$ cat src/rtl/sinc3_pkg.sv
package sinc3_pkg;

  // Order of the sinc filter: integrator and comb stage count.
  localparam int SINC_ORDER = 3;

  // Per-cycle commands from control to datapath.
  typedef struct packed {
    logic integ;   // add the current modulator sample
    logic dump;    // close the period: run combs, load result
  } sincStrobe_t;

endpackage

$ cat src/rtl/sinc3_ctrl.sv
module sinc3_ctrl
  import sinc3_pkg::*;
#(
  parameter int MAX_DECIM = 64,
  parameter int RATIO_W   = $clog2(MAX_DECIM + 1)
) (
  input  logic               clk,
  input  logic               rstN,
  input  logic               modStrobe,
  input  logic               restart,
  input  logic [RATIO_W-1:0] decimRatio,
  output sincStrobe_t        strobe,
  output logic               dataReady,
  output logic               resultValid
);

  localparam logic [RATIO_W-1:0] MAX_RATIO = RATIO_W'(MAX_DECIM);
  localparam logic [RATIO_W-1:0] MIN_RATIO = RATIO_W'(1);
  localparam logic [1:0] SKIP_ALIGNED = 2'd2;
  localparam logic [1:0] SKIP_ASYNC   = 2'd3;

  logic [RATIO_W-1:0] ratioReq;
  logic [RATIO_W-1:0] activeN;
  logic [RATIO_W-1:0] phase;
  logic [1:0]         skipLeft;
  logic               atBoundary;
  logic               dumpNow;
  logic               ratioChange;

  // Clamp requested ratio into the legal range.
  always_comb begin
    if (decimRatio == '0)            ratioReq = MIN_RATIO;
    else if (decimRatio > MAX_RATIO) ratioReq = MAX_RATIO;
    else                             ratioReq = decimRatio;
  end

  assign atBoundary   = (phase == activeN);
  assign dumpNow      = modStrobe && atBoundary;
  assign ratioChange  = (ratioReq != activeN);
  assign strobe.integ = modStrobe && !atBoundary;
  assign strobe.dump  = dumpNow;

  always_ff @(posedge clk) begin
    if (!rstN) begin
      phase       <= '0;
      activeN     <= ratioReq;
      skipLeft    <= SKIP_ALIGNED;
      dataReady   <= 1'b0;
      resultValid <= 1'b0;
    end else begin
      dataReady   <= dumpNow;
      resultValid <= dumpNow && (skipLeft == 2'd0) && !restart;

      if (dumpNow) begin
        phase   <= '0;
        activeN <= ratioReq;
      end else if (modStrobe) begin
        phase <= phase + 1'b1;
      end

      if (restart) begin
        skipLeft <= (phase == '0) ? SKIP_ALIGNED : SKIP_ASYNC;
      end else if (dumpNow) begin
        if (ratioChange)            skipLeft <= SKIP_ALIGNED;
        else if (skipLeft != 2'd0)  skipLeft <= skipLeft - 1'b1;
      end
    end
  end

  AST_PHASE_IN_RANGE: assert property (@(posedge clk) disable iff (!rstN)
    phase <= activeN);
  AST_RATIO_AT_BOUNDARY: assert property (@(posedge clk) disable iff (!rstN)
    !dumpNow |=> $stable(activeN));
  AST_RATIO_LEGAL: assert property (@(posedge clk) disable iff (!rstN)
    (activeN != '0) && (activeN <= MAX_RATIO));
  AST_RESTART_BLOCKS_VALID: assert property (@(posedge clk) disable iff (!rstN)
    restart |=> !resultValid);

endmodule

$ cat src/rtl/sinc3_datapath.sv
module sinc3_datapath
  import sinc3_pkg::*;
#(
  parameter int ACC_W = 22,
  parameter int OUT_W = 24
) (
  input  logic             clk,
  input  logic             rstN,
  input  logic             modBit,
  input  sincStrobe_t      strobe,
  output logic [OUT_W-1:0] result
);

  logic signed [ACC_W-1:0] integ    [SINC_ORDER];
  logic signed [ACC_W-1:0] integNext[SINC_ORDER];
  logic signed [ACC_W-1:0] combDly  [SINC_ORDER];
  logic signed [ACC_W-1:0] combTap  [SINC_ORDER];
  logic signed [ACC_W-1:0] combOut  [SINC_ORDER];
  logic signed [ACC_W-1:0] inStep;
  logic signed [ACC_W-1:0] combFinal;
  logic        [OUT_W-1:0] outWord;

  // Bit 1 -> +1, bit 0 -> -1 (all ones).
  assign inStep = modBit ? ACC_W'(1) : {ACC_W{1'b1}};

  generate
    for (genvar s = 0; s < SINC_ORDER; s++) begin : g_stage
      if (s == 0) begin : g_first
        assign integNext[s] = integ[s] + inStep;
        assign combTap[s]   = integ[SINC_ORDER-1];
        assign combOut[s]   = integ[SINC_ORDER-1] - combDly[s];
      end else begin : g_rest
        assign integNext[s] = integ[s] + integNext[s-1];
        assign combTap[s]   = combOut[s-1];
        assign combOut[s]   = combOut[s-1] - combDly[s];
      end
    end
  endgenerate

  assign combFinal = combOut[SINC_ORDER-1];

  generate
    if (OUT_W > ACC_W) begin : g_extend
      assign outWord = {{(OUT_W-ACC_W){combFinal[ACC_W-1]}}, combFinal};
    end else if (OUT_W == ACC_W) begin : g_same
      assign outWord = combFinal;
    end else begin : g_trunc
      assign outWord = combFinal[OUT_W-1:0];
    end
  endgenerate

  always_ff @(posedge clk) begin
    if (!rstN) begin
      for (int s = 0; s < SINC_ORDER; s++) begin
        integ[s]   <= '0;
        combDly[s] <= '0;
      end
      result <= '0;
    end else begin
      for (int s = 0; s < SINC_ORDER; s++) begin
        if (strobe.integ) integ[s]   <= integNext[s];
        if (strobe.dump)  combDly[s] <= combTap[s];
      end
      if (strobe.dump) result <= outWord;
    end
  end

  AST_RESULT_HOLD: assert property (@(posedge clk) disable iff (!rstN)
    !strobe.dump |=> $stable(result));
  AST_NO_SAMPLE_ON_CLOSE: assert property (@(posedge clk) disable iff (!rstN)
    !strobe.integ |=> $stable(integ[0]));
  AST_STROBES_EXCLUSIVE: assert property (@(posedge clk) disable iff (!rstN)
    $onehot0({strobe.integ, strobe.dump}));

endmodule

$ cat src/rtl/sinc3_decimator.sv
module sinc3_decimator
  import sinc3_pkg::*;
#(
  parameter  int MAX_DECIM = 64,
  parameter  int OUT_W     = 24,
  localparam int RATIO_W   = $clog2(MAX_DECIM + 1)
) (
  input  logic               clk,
  input  logic               rstN,
  input  logic               modBit,
  input  logic               modStrobe,
  input  logic [RATIO_W-1:0] decimRatio,
  input  logic               restart,
  output logic               dataReady,
  output logic [OUT_W-1:0]   result,
  output logic               resultValid
);

  localparam int ACC_W = 1 + SINC_ORDER * RATIO_W;

  sincStrobe_t strobe;

  sinc3_ctrl #(
    .MAX_DECIM (MAX_DECIM),
    .RATIO_W   (RATIO_W)
  ) u_ctrl (
    .clk         (clk),
    .rstN        (rstN),
    .modStrobe   (modStrobe),
    .restart     (restart),
    .decimRatio  (decimRatio),
    .strobe      (strobe),
    .dataReady   (dataReady),
    .resultValid (resultValid)
  );

  sinc3_datapath #(
    .ACC_W (ACC_W),
    .OUT_W (OUT_W)
  ) u_datapath (
    .clk    (clk),
    .rstN   (rstN),
    .modBit (modBit),
    .strobe (strobe),
    .result (result)
  );

  AST_READY_SINGLE: assert property (@(posedge clk) disable iff (!rstN)
    dataReady |=> !dataReady);
  AST_READY_FOLLOWS_STROBE: assert property (@(posedge clk) disable iff (!rstN)
    dataReady |-> $past(modStrobe));
  AST_VALID_WITH_READY: assert property (@(posedge clk) disable iff (!rstN)
    resultValid |-> dataReady);

endmodule

$ cat config.mk
export PLATFORM = sky130hd
export DESIGN_NAME = sinc3_decimator
export DESIGN_NICKNAME = d
export VERILOG_FILES = /design/src/rtl/sinc3_pkg.sv /design/src/rtl/sinc3_ctrl.sv /design/src/rtl/sinc3_datapath.sv /design/src/rtl/sinc3_decimator.sv
export SDC_FILE = /design/constraint.sdc
export NUM_CORES = 1
export LEC_CHECK = 0
export ABC_AREA = 0
export BUFFER_PORTS_ARGS = -buffer_cell sky130_fd_sc_hd__buf_2
export CORE_MARGIN = 2
export CORE_UTILIZATION = 45
export DETAILED_ROUTE_END_ITERATION = 16
export GPL_TIMING_DRIVEN = 0
export PLACE_DENSITY = 0.69
export SKIP_CTS_REPAIR_TIMING = 1
export SYNTH_ARGS = -nofsm -noshare
export SYNTH_HDL_FRONTEND = slang
export SYNTH_SLANG_ARGS = --single-unit
$ cat constraint.sdc
create_clock -name clk -period 6.2 [get_ports clk]
set_clock_uncertainty 0.15 [all_clocks]
set_input_delay 0 -clock clk [delete_from_list [all_inputs] [get_ports clk]]
set_output_delay 0 -clock clk [all_outputs]
set_load 0.03 [all_outputs]
Yosys cells after proc, flatten, opt, wreduce, memory -nomap -nowiden:

Memories as Yosys holds them, arrays and structs flattened.
Cells that the tools add are included.

* flip-flop bits (word level): 40
* bits in writable memories: 132
* input port bits: 12
* output and inout bits: 26
* word-level logic and storage cells: 64
* memories: 2

Memory list
* u_datapath.combDly: words 3, bits a word 22, rd ports 3, clocked after Yosys merged registers in 0, write ports 3, line sinc3_datapath.sv:16 `logic signed [ACC_W-1:0] combDly [SINC_ORDER];`
* u_datapath.integ: words 3, bits a word 22, rd ports 3, clocked after Yosys merged registers in 0, write ports 3, line sinc3_datapath.sv:14 `logic signed [ACC_W-1:0] integ [SINC_ORDER];`

* add/sub/neg operators: 8
* $lt $le $gt $ge: 1
* equality and inequality tests: 3
* muxes and demuxes: 23
* bitwise operators: 7
* reduce and logical (&&, ||, !) cells: 14

Operator list (number)
* 22-bit two-way mux: 7
* 22-bit adder: 3
* 22-bit subtractor: 3
* 7-bit two-way mux: 4
* 7-bit zero test: 2
* 1-bit two-way mux: 8
* 2-bit two-way mux: 4
* 7-bit by 1-bit adder with 7-bit output, second input constant: 1
* 7-bit == test: 1
* 7-bit greater-than comparator, second input constant: 1
* 7-bit inequality test: 1
* 1-bit bitwise OR: 6
* 1-bit logical AND: 4
* 2-bit nonzero test: 2
* 3-bit nonzero test: 1
* 1-bit zero test: 2
* 2-bit zero test: 1
* 2-bit by 1-bit inequality test with 1-bit output, second input constant: 1
* 2-bit AND reduction: 1
* 2-bit OR reduction: 1
* 2-bit by 1-bit subtractor with 2-bit output, second input constant: 1
* 1-bit NOT: 1

Longest topological paths before layout:

Gate-level depths: netlist of run 1.

* depth after elaboration: 7
* mapped depth: 28
* depth with buffers taken out: 28

Hierarchy:

A second synthesis of run 1 with hierarchy kept.

* cell total of the unflattened synthesis: 1292
* area total of the unflattened synthesis: 12573.3 um2

By module, submodules not included
* sinc3_datapath: instances 1, cells an instance 1182, area each 11482.3 um2, seq. area each 4404.2 um2
* sinc3_ctrl: instances 1, cells an instance 110, area each 1091.0 um2, seq. area each 430.4 um2

Worst setup path before layout of run 1:

Ideal clock, no wire load.

* kind: reg-to-reg
* start: memory u_datapath.integ[2][0], in the netlist u_datapath.integ[0][44]
* end: register u_datapath.result[21] (netlist name)
* library setup time: 0.117 ns
* arrival time: 5.460 ns
* required time: 5.933 ns
* slack: 0.474 ns
* stages on the path, launching flop included: 27
* buffers on the path: 0
* period minus slack after synthesis: 5.726 ns
* cell sequence: edfxtp_1 -> inv_1 -> ha_1 -> fa_1 -> nor2b_1 -> o21ai_0 -> a21boi_1 -> o32ai_1 -> o21ai_1 -> a21o_1 -> a21oi_1 -> xnor2_1 -> ha_1 -> a21o_1 -> or4_1 -> o21ai_2 -> nand2_1 -> xor2_1 -> ha_1 -> a21o_1 -> a21oi_1 -> nand4_1 -> a31oi_1 -> o21bai_1 -> a21oi_1 -> xnor3_1 -> a22o_1

RTL lines (line)
* from (decl): sinc3_datapath.sv:14

==> run_results.csv, run 1 <==
group,metric,value,unit
sta,setup_ws,148,ps
layout,fin_cells,1725,
setup_path,end_kind,"flop",
setup_path,worstPathMaxFanout,5,
grt,antenna_found_initial,0,
route,vias,9186,
layout,syn_to_final_growth,12.7,%
setup_path,regToRegStartpoint,"u_datapath.integ[0][0]",
route,routed_wl,24.5,mm
layout,drive_gt1_share,9.25,%
layout,final_cell_area,13900,um^2
synth,yosysUniqueCellTypes,71,
layout,nets,1518,
cts,cts_buffers,17,
sta,slew_headroom,40.2,%
route,dr.pass1.iters,7,
synth,synthMuxAreaShare,0.162,%
sta,period_share,97.6,%
setup_path,critPathLaunch,"u_datapath.integ[0][0]",
cts,clockRootBuffer,"clkbuf_16",
route,viasPerCell,5.33,
cts,path_clk_slew,70,ps
floorplan,io_pins,38,
synth,syn_inst,1290,
sta,period_needed,6050,ps
run_status,status,"completed",
cts,insertion_delay,440,ps
placed_design,portBuffers,35,
cts,htreeDepth,4,
setup_path,worst_path_most_repeated_cell,"a21o_1",
sta,hold_violations,0,
route,dr.first_iter.drc_count,496,
cts,cts_tree,"done",
placed_design,place_inst,1667,
synth,synthSimpleGateAreaFrac,16.8,%
floorplan,dieArea,28800,um^2
route,antenna_left,0,
floorplan,fp.dieH,170,um
sta,final-setup-viol-count,0,
setup_path,start_kind,"flop",
grt,grt_pass1_wl,40.2,mm
synth,synth.avg_cell_area,9.59,um^2
setup_path,r2r_setup_slack,150,ps
setup_path,cpPeakStageDelay,460,ps
synth,synth_top_family_by_area,"simple AND/OR/NAND/NOR gates",
placed_design,place_area,13000,um^2
grt,grt_pass1_vias,8757,
synth,ys.warnings.count,0,
synth,synth-compound-area-share,16.6,%
synth,synthXorXnorAreaFrac,9.09,%
setup_path,r2r_cells,25,
setup_path,crit_end,"u_datapath.integ[0][65]",
synth,synth_area,12400,um^2
route,wl_per_cell,14.2,um
floorplan,dieWidth,170,um
worst_hold_path,hold_class,"input port to flop",
synth,synth-edff-count,139,
setup_path,r2r_end,"u_datapath.integ[0][65]",
sta,max_slew.worst_pin.slew,897,ps
setup_path,crit_required,6230,ps
setup_path,crit_type,"flop to flop",
floorplan,row_count,60,
sta,max_clock_freq,165,MHz
route,drc,0,
floorplan,start_util,45.9,%
setup_path,worstPathArrival,6080,ps
synth,syn-num-nets,1437,
layout,nFillCells,2401,
grt,track_usage,17.1,%
placed_design,gp_congestion,0.888,
grt,grt_max_degree,67,
placed_design,post-dp-hpwl,18.3,mm
setup_path,crit_slowest_cell,"edfxtp_1",
floorplan,coreArea,27000,um^2
synth,synth_fa_ha_area_share,14.0,%
placed_design,dp_slack,-311,ps
synth,synth_seq_cells,172,
sta,slew_violations,0,
grt,grt-ovfl-total,0,
cts,cts_num_sinks,172,
synth,yosysSeqAreaShare,39.1,%
synth,ys.flop_type,"edfxtp_1",
flow_run,cap_violations,0,
layout,diodes,0,
synth,async_flop_share,0,%
cts,clockBufferDepth,2,
==> area by class of cell <==
class	instances	area, um^2	area share [%]
Buffer	29	124	0.889
Clock buffer	21	483	3.46
Clock inverter	11	76.3	0.547
Inverter	105	395	2.84
Multi-Input combinational cell	984	7180	51.5
Sequential cell	172	4830	34.7
Tap cell	341	427	3.06
Timing Repair Buffer	62	418	3.00
==> cell families after synthesis <==
family | Yosys count
flip-flops | 172
buffers and inverters | 134
adder cells (fa/ha/maj) | 135
XOR/XNOR | 125
AO/OA/AOI/OAI | 311
AND/OR/NAND/NOR | 411
multiplexers | 2
==> worst min path at each step <==
stage          cells past startpoint                 endpoint  slack, ps  startpoint
6_report                           4  u_datapath.integ[0][21]         40      modBit
5_1_grt                            4  u_datapath.integ[0][21]         80      modBit
4_1_cts                            2       u_ctrl.resultValid       -390     restart
3_5_place_dp                       2       u_ctrl.resultValid         70     restart
3_3_place_gp                       2       u_ctrl.resultValid         80     restart
2_1_floorplan                      1       u_ctrl.resultValid        -70     restart
==> through the flow <==
step / hold slack [ps] / setup TNS [ps] / utilization, %
2_1_floorplan: -73.9 / 0 / -
3_3_place_gp: 75.5 / -368 / 48.1
3_5_place_dp: 71.4 / -620 / 48.2
4_1_cts: -392 / -530 / 50.3
5_1_grt: 76.9 / -155 / 51.7
6_report: 42.6 / 0 / 51.7
==> Yosys cell counts (3+ instances only) <==
master / number / share of area (%)
a31oi_1: 9 / 0.46
or3_1: 4 / 0.20
o41ai_1: 3 / 0.21
nor2b_1: 20 / 1.0
nand3b_1: 4 / 0.24
and4_1: 3 / 0.21
a41oi_1: 3 / 0.21
o211ai_1: 4 / 0.24
or2_2: 6 / 0.30
nor4_1: 3 / 0.15
nand3_1: 20 / 0.81
edfxtp_1: 139 / 34
xor2_1: 46 / 3.3
a211o_1: 8 / 0.57
o31a_1: 3 / 0.21
fa_1: 6 / 0.97
nand2b_1: 15 / 0.76
inv_1: 103 / 3.1
clkbuf_1: 26 / 0.79
a21oi_1: 101 / 4.1
nand4_1: 11 / 0.56
o21a_1: 18 / 1.1
o21ai_0: 42 / 1.7
a21o_1: 49 / 3.0
and2_1: 63 / 3.2
nor2_1: 118 / 3.6
a31o_2: 3 / 0.21
a211oi_1: 10 / 0.61
o21bai_1: 14 / 0.85
xnor2_1: 77 / 5.5
o31ai_1: 3 / 0.18
and3_1: 48 / 2.4
a21boi_1: 3 / 0.18
ha_1: 129 / 13
nor3_1: 25 / 1.0
o21ai_1: 6 / 0.24
dfxtp_1: 33 / 5.3
nand2_1: 65 / 2.0
==> worst max-delay path: cells and delay by family, from the launching register on <==
kind,cells,cell delay (ps)
XOR/XNOR,4,540
flip-flops,1,460
AND/OR/NAND/NOR,4,720
adder cells (fa/ha/maj),3,1090
AO/OA/AOI/OAI,14,2820
==> registers in the layout, summed over array words and instances, names as in the netlist <==
register,cells
u_ctrl.skipLeft,2
u_datapath.combDly,66
u_ctrl.activeN,7
u_datapath.result,22
u_datapath.integ,66
u_ctrl.resultValid,1
u_ctrl.dataReady,1
u_ctrl.phase,7
==> cell usage in the layout (no fill, tap or decap), drive strengths merged, types with 5 or more instances in the layout <==
| master | n |
|---|---|
| a211oi | 12 |
| a21o | 49 |
| nor2 | 118 |
| xnor2 | 77 |
| or2 | 6 |
| xor2 | 46 |
| inv | 111 |
| nand2b | 15 |
| dlygate4sd3 | 11 |
| a21boi | 5 |
| nor3 | 25 |
| o21bai | 14 |
| nand2 | 65 |
| a21oi | 102 |
| fa | 6 |
| clkinv | 5 |
| nand3 | 20 |
| a211o | 8 |
| a31oi | 9 |
| ha | 129 |
| dfxtp | 33 |
| clkbuf | 47 |
| nand4 | 11 |
| o21ai | 49 |
| nor2b | 20 |
| and2 | 64 |
| o21a | 18 |
| buf | 54 |
| edfxtp | 139 |
| and3 | 48 |
==> metal layers <==
| layer | vias to the layer above | routed length [um] | share of wire (%) | global-route usage, % |
|---|---|---|---|---|
| met5 | - | 0 | 0 | 0 |
| met4 | 0 | 349 | 1.4 | 4.72 |
| met3 | 27 | 580 | 2.4 | 2.92 |
| met2 | 116 | 11900 | 49 | 30.6 |
| met1 | 4245 | 11600 | 47 | 21.3 |
| li1 | 4798 | - | - | - |
Power of run 1 is not shown: default switching activity piles up to over one toggle a cycle in this logic, so the estimate is an artifact.
==> inputs of run 2 (changes only) <==
--- a/config.mk
+++ b/config.mk
@@ -14,2 +14,3 @@
 export PLACE_DENSITY = 0.69
+export REMOVE_ABC_BUFFERS = 1
 export SKIP_CTS_REPAIR_TIMING = 1
--- a/constraint.sdc
+++ b/constraint.sdc
@@ -4,2 +4,2 @@
 set_output_delay 0 -clock clk [all_outputs]
-set_load 0.03 [all_outputs]
+set_load 0.1 [all_outputs]
==> run 2 against run 1 <==
Effect of this change:
- flip-flop and latch count stayed put
- utilization is 0.41 points lower
- setup slack improved by 130 ps
- global-route usage down 0.78 points
- final cell count shrank 1.6%
- via count shrank 1.5%
- die area unchanged
- sequential share of layout area is 0.28 points higher
- non-clock buffer count shrank 27
- count of clock-buffer cells in the layout is 1 higher
==> run_results.csv, run 2 (synthesized netlist as in run 1, its figures left out) <==
group,metric,value,unit
cts,insertion_delay,430,ps
floorplan,coreArea,27000,um^2
floorplan,row_count,60,
grt,track_usage,16.3,%
grt,antenna_found_initial,0,
setup_path,worstPathArrival,5920,ps
sta,period_share,95.5,%
setup_path,crit_slowest_cell,"a2111o_1",
sta,hold_violations,0,
sta,max_slew.worst_pin.slew,1060,ps
grt,grt_pass1_vias,8734,
run_status,status,"completed",
route,wl_per_cell,13.6,um
floorplan,io_pins,38,
route,top_layer_used,"met4",
cts,clockRootBuffer,"clkbuf_16",
route,met1_length,11.1,mm
setup_path,crit_type,"flop to flop",
setup_path,start_kind,"flop",
layout,diodes,0,
setup_path,crit_cells,25,
layout,final_common_cell,"edfxtp_1",
worst_hold_path,worstHoldPathCells,4,
cts,cts_buffers,17,
setup_path,worstPathMaxFanout,5,
layout,nFillCells,2431,
route,drc,0,
layout,top_regs,"u_datapath.combDly (66), u_datapath.integ (66), u_datapath.result (22)",
route,viasPerCell,5.33,
cts,cts_num_sinks,172,
placed_design,portBuffers,37,
cts,path_clk_slew,70,ps
flow_run,cap_violations,0,
floorplan,fp.dieH,170,um
grt,grt-ovfl-total,0,
setup_path,crit_required,6200,ps
layout,final_cell_area,13800,um^2
placed_design,gp_congestion,0.831,
sta,final-setup-viol-count,0,
layout,syn_to_final_growth,11.8,%
route,met3_wirelength,455,um
setup_path,r2r_cells,25,
layout,nets,1491,
sta,slew_headroom,29.3,%
cts,clockBufferDepth,2,
sta,max_clock_freq,169,MHz
setup_path,cp_num_buf_inv,0,
sta,slew_violations,0,
sta,period_needed,5920,ps
grt,grt_max_degree,67,
floorplan,dieArea,28800,um^2
route,route.met2.wl,11.4,mm
cts,htreeDepth,4,
layout,drive_gt1_share,9.87,%
placed_design,post-dp-hpwl,16.4,mm
grt,grt_pass1_wl,38.8,mm
route,dr.first_iter.drc_count,520,
worst_hold_path,hold_class,"input port to flop",
floorplan,dieWidth,170,um
layout,final_cell_mix,"139 x edfxtp_1, 126 x ha_1, 117 x nor2_1",
floorplan,start_util,45.9,%
route,vias,9049,
setup_path,cpPeakStageDelay,440,ps
setup_path,worst_path_most_repeated_cell,"a21oi_2",
route,dr.pass1.iters,5,
setup_path,cp_top_family,"compound AO/OA/AOI/OAI gates",
placed_design,place_area,12900,um^2
route,antenna_left,0,
setup_path,end_kind,"flop",
cts,cts_tree,"done",
route,routed_wl,23.2,mm
-- run 2: changes by cell type in the layout (fill, tap and decap cells not counted), moves of 2 or more --
cell and delta:
a21oi_1 -3, a21oi_2 +4, buf_2 +2, clkbuf_1 -26, clkinv_4 +2, dlygate4sd3_1 -2
ha_2 +2, inv_1 -2, inv_4 -2, o21ai_0 -3, o21ai_1 +3
-- run 2: worst paths after layout --
path / slack (ps) / endpoint / start
max: 280 / u_datapath.integ[0][65] / u_datapath.integ[0][1]
min: 100 / u_datapath.integ[0][21] / modBit
max reg2reg: 280 / u_datapath.integ[0][65] / u_datapath.integ[0][1]
min reg2reg: 300 / u_datapath.result[15] / u_datapath.result[15]
-- run 2: area by class of cell --
type                    instances  area (um^2)  share of cell area (%)
multi-input cells             984         7170                    51.9
flip-flops and latches        172         4830                    35.0
clock buffers                  22          497                    3.59
well taps                     341          427                    3.08
repair buffers                 64          423                    3.06
inverters                     105          399                    2.89
clock inverters                10         76.3                   0.552
-- run 2: per-stage QoR --
| stage | worst slack, ps | utilization [%] | cells | setup TNS [ps] | hold WS [ps] |
|---|---|---|---|---|---|
| floorplan | 467 | - | 1261 | 0 | -73.9 |
| global placement | -288 | 47.7 | 1639 | -488 | 82.1 |
| detailed placement | -347 | 47.8 | 1640 | -779 | 85.9 |
| CTS | -381 | 49.9 | 1672 | -576 | -372 |
| global route | -69.1 | 51.3 | 1698 | -214 | 133 |
| finish | 281 | 51.3 | 1698 | 0 | 98.1 |
-- run 2: layer usage --
layer | GRT usage [%] | vias up
met5 | 0 | -
met4 | 4.20 | 0
met3 | 2.61 | 22
met2 | 29.7 | 88
met1 | 20.1 | 4197
li1 | - | 4742
-- run 2: worst register-to-register path: cells and delay by family, from the launching register on --
family / cells / cell delay [ps]
AOI/OAI and AO/OA: 11 / 2070
and+or+nand+nor: 7 / 1290
adders and majority gates: 3 / 1060
xor gates and xnor gates: 4 / 610
DFF: 1 / 430
Power of run 2 is left out for the same reason.
